## config.mk

```make
export PLATFORM = sky130hd
export DESIGN_NAME = cmd_queue_dispatch
export DESIGN_NICKNAME = d
export VERILOG_FILES = /design/src/rtl/cmd_queue_pkg.sv /design/src/rtl/cmd_queue_dp.sv /design/src/rtl/cmd_queue_ctrl.sv /design/src/rtl/cmd_queue_dispatch.sv
export SDC_FILE = /design/constraint.sdc
export NUM_CORES = 1
export LEC_CHECK = 0
export ABC_CLOCK_PERIOD_IN_PS = 5800
export BUFFER_PORTS_ARGS = -buffer_cell sky130_fd_sc_hd__buf_2
export CORE_MARGIN = 2
export CORE_UTILIZATION = 30
export DETAILED_ROUTE_END_ITERATION = 6
export GPL_ROUTABILITY_DRIVEN = 0
export HOLD_SLACK_MARGIN = 0.03
export PLACE_DENSITY = 0.62
export REMOVE_ABC_BUFFERS = 1
export SLEW_MARGIN = 10
export SYNTH_ARGS = -nofsm -noshare
export SYNTH_HDL_FRONTEND = slang
export SYNTH_SLANG_ARGS = --single-unit
```

## constraint.sdc

```tcl
create_clock -name clk -period 5.8 [get_ports clk]
set_input_delay 0 -clock clk [delete_from_list [all_inputs] [get_ports clk]]
set_output_delay 0 -clock clk [all_outputs]
set_load 0.01 [all_outputs]
```

## src/rtl/cmd_queue_pkg.sv

```systemverilog
package cmd_queue_pkg;

  localparam logic [6:0] OP_NOP     = 7'h00;
  localparam logic [6:0] OP_FLUSH   = 7'h01;
  localparam logic [6:0] OP_DEV_RST = 7'h02;
  localparam logic [6:0] OP_BUS_RST = 7'h03;
  localparam logic [6:0] OP_DMA_STP = 7'h04;
  localparam logic [6:0] OP_SEL     = 7'h41;
  localparam logic [6:0] OP_SEL_ATN = 7'h42;
  localparam logic [6:0] OP_EN_SEL  = 7'h44;

  // strobes from control to datapath
  typedef struct packed {
    logic loadBottom;
    logic loadTop;
    logic shift;
    logic loadXfer;
    logic startBusRst;
  } qStrobes_t;

  function automatic logic isBypass(input logic [6:0] op);
    return (op == OP_DEV_RST) || (op == OP_BUS_RST) || (op == OP_DMA_STP);
  endfunction

  function automatic logic isSelect(input logic [6:0] op);
    return (op == OP_SEL) || (op == OP_SEL_ATN);
  endfunction

  function automatic logic isSimple(input logic [6:0] op);
    return (op == OP_NOP) || (op == OP_FLUSH) || (op == OP_EN_SEL) || isBypass(op);
  endfunction

endpackage

```

## src/rtl/cmd_queue_dp.sv

```systemverilog
module cmd_queue_dp
  import cmd_queue_pkg::*;
#(
  parameter int XFER_W     = 24,
  parameter int STD_W      = 16,
  parameter int RST_CYCLES = 6250
) (
  input  logic              clk,
  input  logic              rstN,
  input  qStrobes_t         strb,
  input  logic [7:0]        cmdByte,
  input  logic              extMode,
  input  logic [XFER_W-1:0] presetCount,
  output logic [7:0]        bottomCmd,
  output logic [XFER_W-1:0] xferCount,
  output logic              busRstOut
);

  localparam int CNT_W = $clog2(RST_CYCLES + 1);

  logic [7:0]        slot0, slot1;
  logic [CNT_W-1:0]  rstCnt;
  logic [XFER_W-1:0] stdCount;

  generate
    if (XFER_W > STD_W) begin : g_pad
      assign stdCount = {{(XFER_W-STD_W){1'b0}}, presetCount[STD_W-1:0]};
    end else begin : g_full
      assign stdCount = presetCount;
    end
  endgenerate

  always_ff @(posedge clk) begin
    if (!rstN) begin
      slot0 <= '0;
      slot1 <= '0;
    end else begin
      if (strb.loadBottom)  slot0 <= cmdByte;
      else if (strb.shift)  slot0 <= slot1;
      if (strb.loadTop)     slot1 <= cmdByte;
    end
  end

  always_ff @(posedge clk) begin
    if (!rstN)              xferCount <= '0;
    else if (strb.loadXfer) xferCount <= extMode ? presetCount : stdCount;
  end

  always_ff @(posedge clk) begin
    if (!rstN)                 rstCnt <= '0;
    else if (strb.startBusRst) rstCnt <= CNT_W'(RST_CYCLES);
    else if (rstCnt != '0)     rstCnt <= rstCnt - 1'b1;
  end

  assign busRstOut = (rstCnt != '0);
  assign bottomCmd = slot0;

endmodule

```

## src/rtl/cmd_queue_ctrl.sv

```systemverilog
module cmd_queue_ctrl
  import cmd_queue_pkg::*;
(
  input  logic       clk,
  input  logic       rstN,
  input  logic       cmdWr,
  input  logic [7:0] cmdByte,
  input  logic [7:0] bottomCmd,
  input  logic       seqDone,
  input  logic       busRstIntDis,
  input  logic       intAck,
  output qStrobes_t  strb,
  output logic       seqStart,
  output logic [6:0] seqOpcode,
  output logic       clrFifoPulse,
  output logic       devRstPulse,
  output logic       grossErr,
  output logic       intInvalidCmd,
  output logic       intBusReset,
  output logic       cmdBlocked
);

  logic [1:0] slotValid;
  logic       running;
  logic [6:0] botOp, wrOp;
  logic       execNow, botIsSel, botKnown, execDevRst;
  logic       wrAccept, wrBypass, wrNormal, doPop;
  logic       afterPop0, afterPop1, overflow;

  assign botOp      = bottomCmd[6:0];
  assign wrOp       = cmdByte[6:0];
  assign execNow    = slotValid[0] && !running;
  assign botIsSel   = isSelect(botOp);
  assign botKnown   = botIsSel || isSimple(botOp);
  assign execDevRst = execNow && (botOp == OP_DEV_RST);

  // blocked port takes only a no-op; a device reset executing now drops the write
  assign wrAccept = cmdWr && (!cmdBlocked || (wrOp == OP_NOP)) && !execDevRst;
  assign wrBypass = wrAccept && isBypass(wrOp);
  assign wrNormal = wrAccept && !isBypass(wrOp);

  assign doPop     = (execNow && !botIsSel) || (running && seqDone);
  assign afterPop0 = doPop ? slotValid[1] : slotValid[0];
  assign afterPop1 = doPop ? 1'b0 : slotValid[1];
  assign overflow  = wrNormal && afterPop0 && afterPop1;

  always_comb begin
    strb             = '0;
    strb.shift       = doPop;
    strb.loadBottom  = wrBypass || (wrNormal && !afterPop0);
    strb.loadTop     = wrNormal && afterPop0 && !afterPop1 && !wrBypass;
    strb.loadXfer    = execNow && bottomCmd[7];
    strb.startBusRst = execNow && (botOp == OP_BUS_RST);
  end

  always_ff @(posedge clk) begin
    if (!rstN) begin
      slotValid <= '0;
      running   <= 1'b0;
    end else if (execDevRst) begin
      slotValid <= '0;
      running   <= 1'b0;
    end else if (wrBypass) begin
      slotValid <= 2'b01;
      running   <= 1'b0;
    end else begin
      slotValid <= {afterPop1 | strb.loadTop, afterPop0 | strb.loadBottom};
      if (execNow && botIsSel) running <= 1'b1;
      else if (seqDone)        running <= 1'b0;
    end
  end

  always_ff @(posedge clk) begin
    if (!rstN) begin
      cmdBlocked    <= 1'b0;
      grossErr      <= 1'b0;
      seqStart      <= 1'b0;
      seqOpcode     <= '0;
      clrFifoPulse  <= 1'b0;
      devRstPulse   <= 1'b0;
      intInvalidCmd <= 1'b0;
      intBusReset   <= 1'b0;
    end else begin
      if (execDevRst)                          cmdBlocked <= 1'b1;
      else if (execNow && (botOp == OP_NOP))   cmdBlocked <= 1'b0;
      grossErr      <= execDevRst ? 1'b0 : (grossErr | overflow);
      seqStart      <= execNow && botIsSel && !wrBypass;
      if (execNow && botIsSel) seqOpcode <= botOp;
      clrFifoPulse  <= execNow && (botOp == OP_FLUSH);
      devRstPulse   <= execDevRst;
      intInvalidCmd <= (execNow && !botKnown) || (intInvalidCmd && !intAck);
      intBusReset   <= (strb.startBusRst && !busRstIntDis) || (intBusReset && !intAck);
    end
  end

endmodule

```

## src/rtl/cmd_queue_dispatch.sv

```systemverilog
module cmd_queue_dispatch
  import cmd_queue_pkg::*;
#(
  parameter int XFER_W  = 24,
  parameter int STD_W   = 16,
  parameter int CLK_MHZ = 250,
  parameter int RST_US  = 25
) (
  input  logic              clk,
  input  logic              rstN,
  input  logic              cmdWr,
  input  logic [7:0]        cmdWrData,
  input  logic              extMode,
  input  logic              busRstIntDis,
  input  logic [XFER_W-1:0] presetCount,
  input  logic              intAck,
  input  logic              seqDone,
  output logic              seqStart,
  output logic [6:0]        seqOpcode,
  output logic [XFER_W-1:0] xferCount,
  output logic              busRstOut,
  output logic              clrFifoPulse,
  output logic              devRstPulse,
  output logic              grossErr,
  output logic              intInvalidCmd,
  output logic              intBusReset,
  output logic              irq,
  output logic              cmdBlocked
);

  localparam int RST_CYCLES = CLK_MHZ * RST_US;

  qStrobes_t  strb;
  logic [7:0] bottomCmd;

  cmd_queue_ctrl i_ctrl (
    .clk, .rstN, .cmdWr,
    .cmdByte(cmdWrData),
    .bottomCmd, .seqDone, .busRstIntDis, .intAck,
    .strb, .seqStart, .seqOpcode, .clrFifoPulse, .devRstPulse,
    .grossErr, .intInvalidCmd, .intBusReset, .cmdBlocked
  );

  cmd_queue_dp #(
    .XFER_W(XFER_W), .STD_W(STD_W), .RST_CYCLES(RST_CYCLES)
  ) i_dp (
    .clk, .rstN, .strb,
    .cmdByte(cmdWrData),
    .extMode, .presetCount, .bottomCmd, .xferCount, .busRstOut
  );

  assign irq = intInvalidCmd | intBusReset;

endmodule

```

-- Word-level counts from Yosys, hierarchy flattened
Cells that the tools add are included.
- input bits: 39
- register bits: 70
- equality and inequality tests: 10
- $add $sub $neg: 1
- multiplexer cells: 12
- bitwise gates (word level): 5
- reductions and logical operators: 58
- operators by type and width (cell ; number):
    7-bit by 2-bit equality test with 1-bit output, second input constant ; 4
    13-bit 2-to-1 mux ; 2
    24-bit 2-to-1 mux ; 1
    1-bit logical AND ; 23
    7-bit equality test, second input constant ; 3
    8-bit 2-to-1 mux ; 2
    7-bit by 3-bit equality test with 1-bit output, second input constant ; 2
    7-bit logical NOT ; 2
    1-bit logical OR ; 14
    13-bit nonzero test ; 1
    13-bit by 1-bit subtractor with 13-bit output, second input constant ; 1
    1-bit logical NOT ; 11
    2-bit nonzero test ; 4
    7-bit by 1-bit equality test with 1-bit output, second input constant ; 1
    1-bit 2-to-1 mux ; 7
    1-bit OR ; 4
    2-bit OR reduction ; 2
    3-bit OR reduction ; 1
    1-bit inverter ; 1

-- Logic depth before layout (Yosys ltp)
Gate-level depths: netlist of run 1.
- depth in word-level cells: 11
- gate-level depth with buffers: 8

-- By module
A second synthesis of run 1 with hierarchy kept.
- cell total of the unflattened synthesis: 323
- area total of the unflattened synthesis: 3139.3 um^2
- by module, submodules not included (module ; cells each ; times used ; area each (um^2)):
    cmd_queue_dp ; 231 ; 1 ; 2277.2
    cmd_queue_ctrl ; 91 ; 1 ; 855.8
    cmd_queue_dispatch ; 1 ; 1 ; 6.3

-- Worst setup path before layout of run 1
OpenSTA, ideal clock, no wires.
- path kind: register to register
- from: reg i_dp.slot0[1] (netlist: i_dp.bottomCmd[1])
- to: reg i_dp.slot1[2]
- setup time: 0.072 ns
- setup slack: 3.720 ns
- data arrival time: 2.008 ns
- path buffers: 2
- clock period less this slack: 2.080 ns
- stages on the path, launching flop included: 8
- path through: dfxtp_1 > clkbuf_1 > xor2_1 > a41oi_1 > nand2b_1 > and3_4 > buf_6 > mux2i_1
- word-level cells in the longest chain between the ends: 9
- elaborated cells between the ends (all ways): 19
- classes of those cells: eq/ne (3); mux (2); reduce/logical (14)
- RTL lines (element ; line ; source):
    start, declared ; cmd_queue_dp.sv:21 ; logic [7:0] slot0, slot1;
    start signal, assigned ; cmd_queue_dp.sv:38 ; if (strb.loadBottom) slot0 <= cmdByte;
    start signal, assigned ; cmd_queue_dp.sv:39 ; else if (strb.shift) slot0 <= slot1;
    7-bit equality test ; cmd_queue_pkg.sv:26 ; return (op == OP_SEL) || (op == OP_SEL_ATN);
    1-bit logical OR ; cmd_queue_pkg.sv:26 ;
    1-bit logical NOT ; cmd_queue_ctrl.sv:42 ; assign doPop = (execNow && !botIsSel) || (running && seqDone);
    1-bit logical AND ; cmd_queue_ctrl.sv:42 ;
    1-bit logical OR ; cmd_queue_ctrl.sv:42 ;
    1-bit 2-to-1 mux, on equally long branches ; cmd_queue_ctrl.sv:43, cmd_queue_ctrl.sv:44 ;
    1-bit logical AND or 1-bit logical NOT (tied branches) ; cmd_queue_ctrl.sv:51 ; strb.loadTop = wrNormal && afterPop0 && !afterPop1 && !wrBypass;
    1-bit logical AND ; cmd_queue_ctrl.sv:51 ;
    1-bit logical AND * ; cmd_queue_ctrl.sv:51 ;
    end signal, assigned ; cmd_queue_dp.sv:40 ; if (strb.loadTop) slot1 <= cmdByte;
    end, declared ; cmd_queue_dp.sv:21 ;
Mark *: on every way between the ends. The rest lies on a longest branch, timed or not.
A chain may end at the register's enable or synchronous reset.

-- Final worst setup path of run 1
- from: reg i_dp.slot0[2] (netlist: i_dp.bottomCmd[2])
- to: reg i_dp.slot1[3]
The elaborated chain is that of the path after synthesis.

==> flow_summary.ini, run 1 <==
[setup_path]
cp_max_fo = 11
crit_path_end_kind = flop
crit_type = reg2reg
crit_arrival_ps = 3010
critPathLaunchType = flop
path_cells = nor4_2 > nand4_1 > a21oi_1 > and3_4 > mux2i_1
slowest_delay_ps = 750
startpoint = i_dp.bottomCmd[2]
critPathBufInv = 0
crit_required_ps = 6070
cp_top_family = simple AND/OR/NAND/NOR gates
r2r-start = i_dp.bottomCmd[2]
cp_slowest_cell = a21oi_1

[routing]
wl_met1_um = 3380
routed_wirelength_um = 7830
drt_iter0_markers = 126
drc = 0
vias = 2835
route.met2.wl_um = 3940
vias_per_cell = 4.76
drt_first_pass_iters = 4
final_antenna_net_count = 0
drt-wirelength-per-cell_um = 13.2
dr.max_layer_used = met4
wl_met3_um = 366

[pwr]
seq_power_share_pct = 45.1
switchingPower_mw = 0.427
switching_share_pct = 33.4
power_frac_comb_pct = 26.4
p_int_mw = 0.850
power_density_nw_per_um2 = 317
vdd.ir_drop.worst_uv = 148
p_clk_share_pct = 28.5
p_leak_nw = 1.67

[global_route]
grt_max_degree = 33
grt_pass1_wl_um = 12300
grtUsageTotal_pct = 14.7
grt-ovfl-total = 0
first_global_vias = 2533
antenna_found_initial = 0

[sta]
skew_ps = 12.2
tns_ps = 0
rsz0062_at_grt = no
relSlewSlack_pct = 40.7
setup_viol = 0
worstMarginPinSlew_ps = 889
hold_viol = 0
layout_min_cycle_time_ps = 2740
slew_viol_final = 0
timing.fmax_mhz = 365
fin_crit_sh_pct = 47.2

[synth]
synth.distinct_cells = 45
yosys_warnings = 0
ys_top_cells_by_count = 70 x dfxtp_1, 70 x nand2_1, 43 x a21oi_1
yosysSeqAreaShare_pct = 47.7
syn_avg_cell_area_um2 = 8.55
netlist_area_um2 = 2940
synth-edff-count = 0
ys.flop_type = dfxtp_1
synth_top_area_share_pct = 47.7
synthTopCellsByArea = dfxtp_1 48%, nand2_1 8.9%, a21oi_1 7.3%
ys_seq_elements = 70
syn_inst = 344
yosys.area.top_type = dfxtp_1
synthArstFlopShare_pct = 0

[finish]
drive_gt1_share_pct = 22.5
diodes = 0
fillers = 989
fin_area_um2 = 4030
final_nets = 498
area_delta_synth_final_pct = 37.2
seq_area_um2 = 1400
multi_input_area_um2 = 1420

[die]
die_w_um = 103
die_h_um = 103
ios = 79
floorplan.initialDensity_pct = 30.5
row_count = 36
core_area_um2 = 9640
dieArea_um2 = 10600

[clocking]
clk_latency_ps = 350
cts.sinks = 70
numCtsBuffers = 9
clk_path_buf_depth = 2
ctsRootBufferMaster = clkbuf_8
cts_tree = done
cts-htree-levels = 3
clk_pin_slew_ps = 80

[place]
port_buffers = 78
post-dp-hpwl_um = 5270
placed_cell_area_um2 = 3420

[run]
maxCapViolCount = 0

[min_path]
min-delay-start = rstN
min_path_type = in2reg

[status]
status = completed
cells in the final DEF (no fill, tap or decap), types with 8 or more instances in the layout:
cell type	count
a21oi_1	43
buf_2	78
clkbuf_8	10
dfxtp_1	70
dlygate4sd3_1	43
mux2i_1	20
nand2_1	70
nand2b_1	8
nand3_1	11
nor2_1	18
state kept, by name, summed over array words and instances, names as in the netlist:
name	cells
i_ctrl.clrFifoPulse	1
i_ctrl.cmdBlocked	1
i_ctrl.devRstPulse	1
i_ctrl.grossErr	1
i_ctrl.intBusReset	1
i_ctrl.intInvalidCmd	1
i_ctrl.running	1
i_ctrl.seqOpcode	7
i_ctrl.seqStart	1
i_ctrl.slotValid	2
i_dp.bottomCmd	8
i_dp.rstCnt	13
i_dp.slot1	8
i_dp.xferCount	24
power by group through the flow:
| stage | combinational [mW] | sequential (mW) | clock (mW) |
|---|---|---|---|
| finish | 0.337 | 0.577 | 0.364 |
| global route | 0.380 | 0.585 | 0.396 |
| global placement | 0.307 | 0.585 | 0 |
| CTS | 0.337 | 0.576 | 0.374 |
| detailed placement | 0.316 | 0.587 | 0 |
| floorplan | 0.235 | 0.578 | 0 |
logic make-up after synthesis:
logic type                 share of synthesized area [%]
buffers and inverters                               4.00
AOI/OAI and AO/OA                                   13.6
muxes                                               7.19
xor gates and xnor gates                            2.68
adders and majority gates                          0.851
and+or+nand+nor                                     24.0
DFF                                                 47.7
per-layer routing:
metal / up-vias / global-route usage [%]
li1: 1422 / -
met1: 1331 / 19.0
met2: 68 / 23.7
met3: 14 / 4.00
met4: 0 / 5.16
met5: - / 0
worst paths after layout:
| check | endpoint | slack (ps) | cells after the start |
|---|---|---|---|
| max | i_dp.slot1[3] | 3060 | 5 |
| min | i_dp.bottomCmd[4] | 160 | 2 |
| max reg2reg | i_dp.slot1[3] | 3060 | 5 |
| min reg2reg | i_ctrl.seqOpcode[6] | 450 | 2 |
final cells by class:
type	count	area share (%)
clock buffer	10	3.41
sequential	70	34.7
clock inverter	6	1.12
inverter	7	0.651
multi-input combinational	246	35.2
tap	133	4.13
timing repair buffer	123	20.7
through the flow:
step	setup WS (ps)	instances	power (mW)	utilization (%)	hold slack (ps)
after floorplan	3620	323	0.814	-	122
after global placement	3240	536	0.891	35.5	241
after detailed placement	3090	536	0.903	35.5	247
after CTS	3050	595	1.29	41.8	150
after global routing	2810	595	1.36	41.8	182
final	3060	595	1.28	41.8	162
what timing repair did:
action,in CTS,in global routing
setup endpoints to repair,0,0
resized for setup,0,0
hold endpoints to repair,43,0
hold buffers,43,0
buffers inserted,0,0
Power figures use the tool's default switching activity.
==> run 2: changes to the inputs <==
Settings changed: ABC_CLOCK_PERIOD_IN_PS 5800 to 2550.
Clock period 5.8 ns to 2.55 ns, I/O delays scaled along.
==> run 2 against run 1 <==
Hold slack got worse by 78 ps; sequential power increased by 130%; total power increased by 120%; first-iteration DRC count decreased by 22%; utilization increased by 0.39 points; critical path type is now in2reg.
==> flow_summary.ini, run 2 (synthesis results as in run 1) <==
[sta]
setup_viol = 0
timing.fmax_mhz = 459
rsz0062_at_grt = no
slew_viol_final = 0
tns_ps = 0
layout_min_cycle_time_ps = 2180
finalWorstSetupSlack_ps = 371
relSlewSlack_pct = 44.3
hold_slack_ps = 84.0
worstMarginPinSlew_ps = 834
fin_crit_sh_pct = 85.4
skew_ps = 7.59
hold_viol = 0

[finish]
final_nets = 505
area_delta_synth_final_pct = 38.5
instances_no_fill = 601
diodes = 0
final_common_cell = buf_2
largest_register_ffs = 24
final_cell_mix = 78 x buf_2, 70 x nand2_1, 70 x dfxtp_1
top_regs = i_dp.xferCount (24), i_dp.rstCnt (13)
fillers = 985
drive_gt1_share_pct = 22.9
multi_input_area_um2 = 1420
fin_area_um2 = 4070
top_register = i_dp.xferCount
seq_area_um2 = 1400
final_util_pct = 42.2

[clocking]
postCtsSetupBuffers = 0
cts.sinks = 70
ctsRootBufferMaster = clkbuf_8
clk_pin_slew_ps = 60
ctsResizeCount = 0
hold_buffers = 43
cts_tree = done
clk_latency_ps = 340
numCtsBuffers = 9
cts-htree-levels = 3
clk_path_buf_depth = 2

[global_route]
grt-ovfl-total = 0
antenna_found_initial = 0
grtUsageTotal_pct = 14.2
first_global_vias = 2590
grt_pass1_wl_um = 11800
grt_max_degree = 35

[pwr]
switching_share_pct = 31.4
p_leak_nw = 1.71
switchingPower_mw = 0.901
finalPower_mw = 2.87
power_density_nw_per_um2 = 705
p_clk_share_pct = 27.2
seq_power_share_pct = 45.6
p_int_mw = 1.97
power_frac_comb_pct = 27.2
vdd.ir_drop.worst_uv = 294

[setup_path]
path_cells = dlygate4sd3_1 > buf_2 > or4b_2 > o22ai_1 > and2_4 > and3_4 > mux2i_1
critPathBufInv = 2
cp_max_fo = 8
reg2reg_to = i_dp.bottomCmd[2]
crit_arrival_ps = 2440
cp.depth = 7
crit_path_end = i_dp.slot1[0]
crit_path_end_kind = flop
cp_slowest_cell = or4b_2
reg2reg_depth = 5
cp_top_family = simple AND/OR/NAND/NOR gates
slowest_delay_ps = 660
r2r-start = i_dp.bottomCmd[2]
critPathLaunchType = primary input
crit_required_ps = 2810
crit_type = in2reg
r2r_slack_ps = 390
startpoint = cmdWrData[0]

[die]
row_count = 36
ios = 79
floorplan.initialDensity_pct = 30.5
die_h_um = 103
dieArea_um2 = 10600
core_area_um2 = 9640
die_w_um = 103

[routing]
vias = 2815
drt-wirelength-per-cell_um = 12.8
routed_wirelength_um = 7690
vias_per_cell = 4.68
drt_first_pass_iters = 4
drc = 0
drt_iter0_markers = 98
final_antenna_net_count = 0

[place]
dp_cells = 543
port_buffers = 78
placed_cell_area_um2 = 3470
post-dp-hpwl_um = 5260
dpl_worst_slack_ps = 409

[run]
maxCapViolCount = 0

[min_path]
min_path_type = in2reg

[status]
status = completed
==> run 2: how the worst min path moves through the flow <==
stage	startpoint	end	slack, ps	cells after the start
final	rstN	i_dp.bottomCmd[4]	80	2
after global routing	rstN	i_dp.bottomCmd[4]	90	2
after CTS	rstN	i_dp.bottomCmd[4]	70	2
after detailed placement	presetCount[8]	i_dp.xferCount[8]	250	3
after global placement	presetCount[10]	i_dp.xferCount[10]	240	3
after floorplan	rstN	i_ctrl.intBusReset	120	1
==> run 2: layer usage <==
layer	share of wire [%]	GRT usage [%]
met2	50	23.1
met1	43	17.0
met4	2.9	7.19
met5	0	0
met3	3.4	4.34
==> run 2: area by class of cell <==
cell class,instances,area share [%]
clock buffer,14,4.00
tap,133,4.09
clock inverter,1,0.123
multi-input combinational,246,34.9
timing repair buffer,130,21.8
sequential,70,34.4
inverter,7,0.645
==> run 2: power groups by stage <==
stage	logic, mW	clock network, mW	registers, mW
2_1_floorplan	0.535	0	1.32
3_3_place_gp	0.720	0	1.33
3_5_place_dp	0.733	0	1.33
4_1_cts	0.779	0.810	1.31
5_1_grt	0.885	0.857	1.33
6_report	0.782	0.781	1.31
